[src/rtl/egs_pkg.sv]
package egs_pkg;
    typedef logic [7:0] evcode_t;

    localparam evcode_t EV_NONE = 8'h00;
    localparam evcode_t EV_MARK = 8'h7F;

    typedef enum logic {
        PH_MARK = 1'b0,
        PH_SLOT = 1'b1
    } phase_e;
endpackage

[src/rtl/egs_divider.sv]
module egs_divider
    import egs_pkg::*;
#(
    parameter int CYCLE_LEN = 1620000,
    parameter int CNT_W     = $clog2(CYCLE_LEN)
) (
    input  logic             clk,
    input  logic             rst,
    output logic [CNT_W-1:0] slot_o,
    output phase_e           phase_o
);
    localparam logic [CNT_W-1:0] LAST = CNT_W'(CYCLE_LEN - 1);
    localparam logic [CNT_W-1:0] ONE  = CNT_W'(1);

    phase_e           ph_q, ph_nx;
    logic [CNT_W-1:0] cnt_q, cnt_nx;

    // state register
    always_ff @(posedge clk) begin
        if (rst) begin
            ph_q  <= PH_SLOT;
            cnt_q <= LAST;
        end else begin
            ph_q  <= ph_nx;
            cnt_q <= cnt_nx;
        end
    end

    // next-state logic
    always_comb begin
        ph_nx  = ph_q;
        cnt_nx = cnt_q + ONE;
        unique case (ph_q)
            PH_MARK: begin
                ph_nx = PH_SLOT;
            end
            PH_SLOT: begin
                if (cnt_q == LAST) begin
                    ph_nx  = PH_MARK;
                    cnt_nx = '0;
                end
            end
            default: begin
                ph_nx  = PH_SLOT;
                cnt_nx = LAST;
            end
        endcase
    end

    assign slot_o  = cnt_q;
    assign phase_o = ph_q;
endmodule

[src/rtl/egs_seq_table.sv]
module egs_seq_table
    import egs_pkg::*;
#(
    parameter int DEPTH = 64,
    parameter int CNT_W = 21,
    parameter int IDX_W = $clog2(DEPTH)
) (
    input  logic             clk,
    input  logic             rst,
    input  logic             wr_en,
    input  logic [IDX_W-1:0] wr_idx,
    input  logic             wr_valid,
    input  logic [CNT_W-1:0] wr_offset,
    input  evcode_t          wr_code,
    input  logic [CNT_W-1:0] slot,
    output logic             hit,
    output evcode_t          hit_code,
    output logic             multi
);
    logic             ent_v   [DEPTH];
    logic [CNT_W-1:0] ent_off [DEPTH];
    evcode_t          ent_code[DEPTH];
    logic [DEPTH-1:0] match;

    always_ff @(posedge clk) begin
        if (rst) begin
            for (int i = 0; i < DEPTH; i++) ent_v[i] <= 1'b0;
        end else if (wr_en && (int'(wr_idx) < DEPTH)) begin
            ent_v[wr_idx]    <= wr_valid;
            ent_off[wr_idx]  <= wr_offset;
            ent_code[wr_idx] <= wr_code;
        end
    end

    for (genvar g = 0; g < DEPTH; g++) begin : g_cmp
        assign match[g] = ent_v[g] && (ent_off[g] == slot);
    end

    // lowest index has priority; more than one match flags a collision
    always_comb begin
        logic seen;
        seen     = 1'b0;
        multi    = 1'b0;
        hit_code = EV_NONE;
        for (int i = DEPTH - 1; i >= 0; i--) begin
            if (match[i]) hit_code = ent_code[i];
        end
        for (int i = 0; i < DEPTH; i++) begin
            if (match[i]) begin
                if (seen) multi = 1'b1;
                seen = 1'b1;
            end
        end
        hit = seen;
    end
endmodule

[src/rtl/egs_frame_out.sv]
module egs_frame_out
    import egs_pkg::*;
(
    input  logic    clk,
    input  logic    rst,
    input  phase_e  phase,
    input  logic    hit,
    input  evcode_t hit_code,
    input  logic    multi,
    input  evcode_t dbus_in,
    output evcode_t ev_code,
    output evcode_t dbus_out,
    output logic    cycle_start,
    output logic    collision
);
    evcode_t code_nx;
    logic    strobe_nx;
    logic    coll_set;

    // output decode per phase
    always_comb begin
        code_nx   = EV_NONE;
        strobe_nx = 1'b0;
        coll_set  = 1'b0;
        unique case (phase)
            PH_MARK: begin
                code_nx   = EV_MARK;
                strobe_nx = 1'b1;
                coll_set  = hit;
            end
            PH_SLOT: begin
                code_nx  = hit ? hit_code : EV_NONE;
                coll_set = multi;
            end
            default: ;
        endcase
    end

    always_ff @(posedge clk) begin
        if (rst) begin
            ev_code     <= EV_NONE;
            dbus_out    <= '0;
            cycle_start <= 1'b0;
            collision   <= 1'b0;
        end else begin
            ev_code     <= code_nx;
            dbus_out    <= dbus_in;
            cycle_start <= strobe_nx;
            collision   <= collision | coll_set;
        end
    end
endmodule

[src/rtl/egs_sequencer.sv]
module egs_sequencer
    import egs_pkg::*;
#(
    parameter int CYCLE_LEN = 1620000,
    parameter int DEPTH     = 64,
    localparam int CNT_W    = $clog2(CYCLE_LEN),
    localparam int IDX_W    = $clog2(DEPTH)
) (
    input  logic             clk,
    input  logic             rst,
    input  logic [7:0]       dbus_in,
    input  logic             seq_wr_en,
    input  logic [IDX_W-1:0] seq_wr_idx,
    input  logic             seq_wr_valid,
    input  logic [CNT_W-1:0] seq_wr_offset,
    input  logic [7:0]       seq_wr_code,
    output logic [7:0]       ev_code,
    output logic [7:0]       dbus_out,
    output logic             cycle_start,
    output logic             collision
);
    logic [CNT_W-1:0] slot;
    phase_e           phase;
    logic             hit;
    evcode_t          hit_code;
    logic             multi;

    egs_divider #(.CYCLE_LEN(CYCLE_LEN), .CNT_W(CNT_W)) u_div (
        .clk     (clk),
        .rst     (rst),
        .slot_o  (slot),
        .phase_o (phase)
    );

    egs_seq_table #(.DEPTH(DEPTH), .CNT_W(CNT_W), .IDX_W(IDX_W)) u_tab (
        .clk       (clk),
        .rst       (rst),
        .wr_en     (seq_wr_en),
        .wr_idx    (seq_wr_idx),
        .wr_valid  (seq_wr_valid),
        .wr_offset (seq_wr_offset),
        .wr_code   (seq_wr_code),
        .slot      (slot),
        .hit       (hit),
        .hit_code  (hit_code),
        .multi     (multi)
    );

    egs_frame_out u_out (
        .clk         (clk),
        .rst         (rst),
        .phase       (phase),
        .hit         (hit),
        .hit_code    (hit_code),
        .multi       (multi),
        .dbus_in     (dbus_in),
        .ev_code     (ev_code),
        .dbus_out    (dbus_out),
        .cycle_start (cycle_start),
        .collision   (collision)
    );
endmodule

[config.mk]
export PLATFORM = sky130hd
export DESIGN_NAME = egs_sequencer
export DESIGN_NICKNAME = d
export VERILOG_FILES = /design/src/rtl/egs_pkg.sv /design/src/rtl/egs_divider.sv /design/src/rtl/egs_seq_table.sv /design/src/rtl/egs_frame_out.sv /design/src/rtl/egs_sequencer.sv
export SDC_FILE = /design/constraint.sdc
export NUM_CORES = 2
export LEC_CHECK = 0
export BUFFER_PORTS_ARGS = -buffer_cell sky130_fd_sc_hd__buf_2
export CELL_PAD_IN_SITES_DETAIL_PLACEMENT = 1
export CELL_PAD_IN_SITES_GLOBAL_PLACEMENT = 1
export CORE_AREA = 8 8 417 419
export CTS_BUF_LIST = sky130_fd_sc_hd__clkbuf_16
export DETAILED_ROUTE_END_ITERATION = 6
export DIE_AREA = 0 0 425 427
export GPL_TIMING_DRIVEN = 0
export PLACE_DENSITY = 0.81
export SLEW_MARGIN = 10
export SYNTH_ARGS = -nofsm -noshare
export SYNTH_HDL_FRONTEND = slang
export SYNTH_SLANG_ARGS = --single-unit
export TNS_END_PERCENT = 100
[constraint.sdc]
create_clock -name clk -period 4.8 [get_ports clk]
set_clock_uncertainty 0.05 [all_clocks]
set_input_delay 0.96 -clock clk [delete_from_list [all_inputs] [get_ports clk]]
set_output_delay 0.96 -clock clk [all_outputs]
set_load 0.03 [all_outputs]
==> run metrics <==
die area 181000 um^2; PnR worst setup slack -355 ps; ANT nets after route 0; vias 54.7k; GP Congestion 0.951; Seq cells post-synth 1960; R2R Setup Slk -360 ps; fraction of layout cells with a size suffix above 1 15.9%; Yosys cell types 93; Worst Reg2Reg Path Length in Cells 20; row cnt 151; Initial Util 49.6%; number of global-route vias before repair 56.3k; final count of negative-setup-slack endpoints 9; first-pass GRT wire length 428 mm; power per cell area 407 nW/um^2; Wirelength per Cell 38.6 um; leak pwr 32.5 nW; kind of critical path reg -> reg; VDD IR max 0.396 mV; mean area per synthesized cell 15.4 um^2; core box area 168000 um^2; H-tree depth 4; die width 425 um; CP arrival 5870 ps; IO buf count 63; most frequent cells in the layout edfxtp_1 (1920), xnor2_1 (798), xor2_1 (554); total track usage 33.4%; Hold Buf Count CTS 0; max-slew violations 0; Worst setup EP type flop; DR DRC count 0; # fillers 15.2k; largest net degree at the start of global routing 65; Clock Path Buffers 3; period utilization 107%; Synth async-reset ratio 0%; Post-synth top flop edfxtp_1; Via density 6.67; number of synthesized flops with an enable pin 1920; Hold Path Depth 1; reg2reg end u_out.collision; Ys Warns 0; Worst-path clk slew 60 ps; area leader, netlist edfxtp_1; most common cell after layout, fill and taps aside edfxtp_1; Worst Setup EP u_out.collision; status complete, but fails checks; Final Hold Viols 0; Max Cap Viol 0; initial detailed-routing violation count 9056; sequential fraction of the synthesis area 70.3%; gr ovfl total 0; relative slew slack 10.0%; DP Wirelength 192 mm; I/O pins 65; synthesized area 83200 um^2; Post-Syn Instances 5384; # clock sinks 1960; minimum clock period 5160 ps; Worst R2R Start u_div.slot_o[7]; clock root buffer clkbuf_16; clock latency on the worst-skew pair 850 ps; Fmax achieved 194 MHz; setup TNS -1120 ps; layout overhead on the synthesized area 17.7%; top cell type's share of synthesized area 69.3%; Pwr Total 39.8 mW; Startpoint Class flop; Cell Count, Final, Fillers Out 8210; CP required 5510 ps; Nets 5872; Routed WL 317 mm; CTS tree built; Crit. Startpoint u_div.slot_o[7]; 1st-pass router iterations 6; violated checks negative setup slack; # placed instances 7755; Place WS -1500 ps; Die H 427 um; HP Class in -> reg; Num CTS Buffers 194; Post-Syn Nets 5432; CP max FO 10; synth top area cells edfxtp_1 (69%), xnor2_1 (8.4%), xor2_1 (5.8%), nand4_1 (1.8%), buf_6 (1.4%); slew at the pin with the worst max-slew slack 1350 ps; initial antenna violation count 21
==> repair_timing <==
action / in CTS / in global routing
buffers inserted: 57 / 41
setup endpoints to repair: 9 / 9
cloned: 0 / 1
pin swaps: 42 / 46
gates resized for setup: 232 / 174
==> flip-flops by register name, summed over array words and instances (netlist names) <==
| signal | count |
|---|---|
| u_out.ev_code | 8 |
| u_tab.ent_code | 512 |
| u_tab.ent_off | 1344 |
| u_out.collision | 1 |
| u_div.phase_o | 1 |
| u_out.dbus_out | 8 |
| u_out.cycle_start | 1 |
| u_div.slot_o | 21 |
| u_tab.ent_v | 64 |
==> per-stage QoR <==
step | util [%] | hold WS, ps | instance area [um^2]
finish | 58.4 | 298 | 97900
global route | 58.3 | 280 | 97900
CTS | 57.7 | 248 | 96900
detailed placement | 53.1 | 532 | 89100
global placement | 51.4 | 530 | 86200
floorplan | - | 453 | 83200
==> synthesized netlist by cell type, types with 37 or more instances <==
master	instances
edfxtp_1	1920
xnor2_1	798
xor2_1	555
nand4_1	239
nor2_1	211
o21ai_0	205
nor4_1	177
nand2_1	144
buf_6	104
clkbuf_1	87
and3_1	82
nand3_1	77
a21oi_1	72
inv_1	67
and2_1	54
buf_4	47
mux2i_1	43
dfxtp_1	40
nor3_1	37
==> cell families after synthesis <==
kind of cell | count (synthesis) | share of synthesized area [%]
AO/OA/AOI/OAI | 526 | 4.15
adder cells (fa/ha/maj) | 7 | 0.0873
XOR/XNOR | 1354 | 14.3
multiplexers | 49 | 0.599
AND/OR/NAND/NOR | 1143 | 7.67
flip-flops | 1960 | 70.3
buffers and inverters | 345 | 2.93
==> metal layers <==
layer | wire [um] | global-route usage (%) | vias up
met5 | 13 | 0 | -
met4 | 24400 | 20.9 | 2
met3 | 40500 | 8.27 | 1270
met2 | 145000 | 52.6 | 4752
met1 | 107000 | 41.5 | 27748
li1 | - | - | 20958
==> how the worst min path moves through the flow <==
stage / from / end / slack, ps
2_1_floorplan: u_div.phase_o / u_out.collision / 450
6_report: seq_wr_code[1] / u_tab.ent_code[0][1] / 300
3_3_place_gp: u_tab.ent_code[2][2] / u_out.ev_code[2] / 530
5_1_grt: seq_wr_code[1] / u_tab.ent_code[0][1] / 280
3_5_place_dp: u_tab.ent_code[2][2] / u_out.ev_code[2] / 530
4_1_cts: seq_wr_code[1] / u_tab.ent_code[0][1] / 250
==> critical path: stages (launching register included) <==
cell	delay [ps]
dfxtp_1	370
buf_6	170
buf_12	180
buf_12	210
buf_16	220
buf_12	200
xnor2_1	140
nand4_1	200
nor4_4	630
nand4_1	310
buf_4	220
buf_4	140
and2_1	160
nand4_1	180
nor3_4	80
buf_12	150
a31oi_1	610
a211oi_1	160
nand4_1	280
nor4_4	110
o31ai_1	190
==> cell type report <==
cell class                 count  area (um^2)  share of cell area (%)
clock inverter               151         1090                    1.11
multi-input combinational   3079        23900                    24.4
timing repair buffer         252         3440                    3.51
antenna                       10         25.0                  0.0256
clock buffer                 203         5080                    5.19
tap                         2218         2780                    2.83
buffer                       263         2840                    2.91
sequential                  1960        58500                    59.7
inverter                      74          278                   0.284
==> power breakdown <==
part	leakage [nW]	internal [mW]	total (mW)	switching, mW
sequential	17.6	18.9	19.0	0.101
combinational	11.7	1.93	5.70	3.77
clock	3.20	8.36	15.1	6.78
No activity file was read; power rests on OpenSTA's default activity.
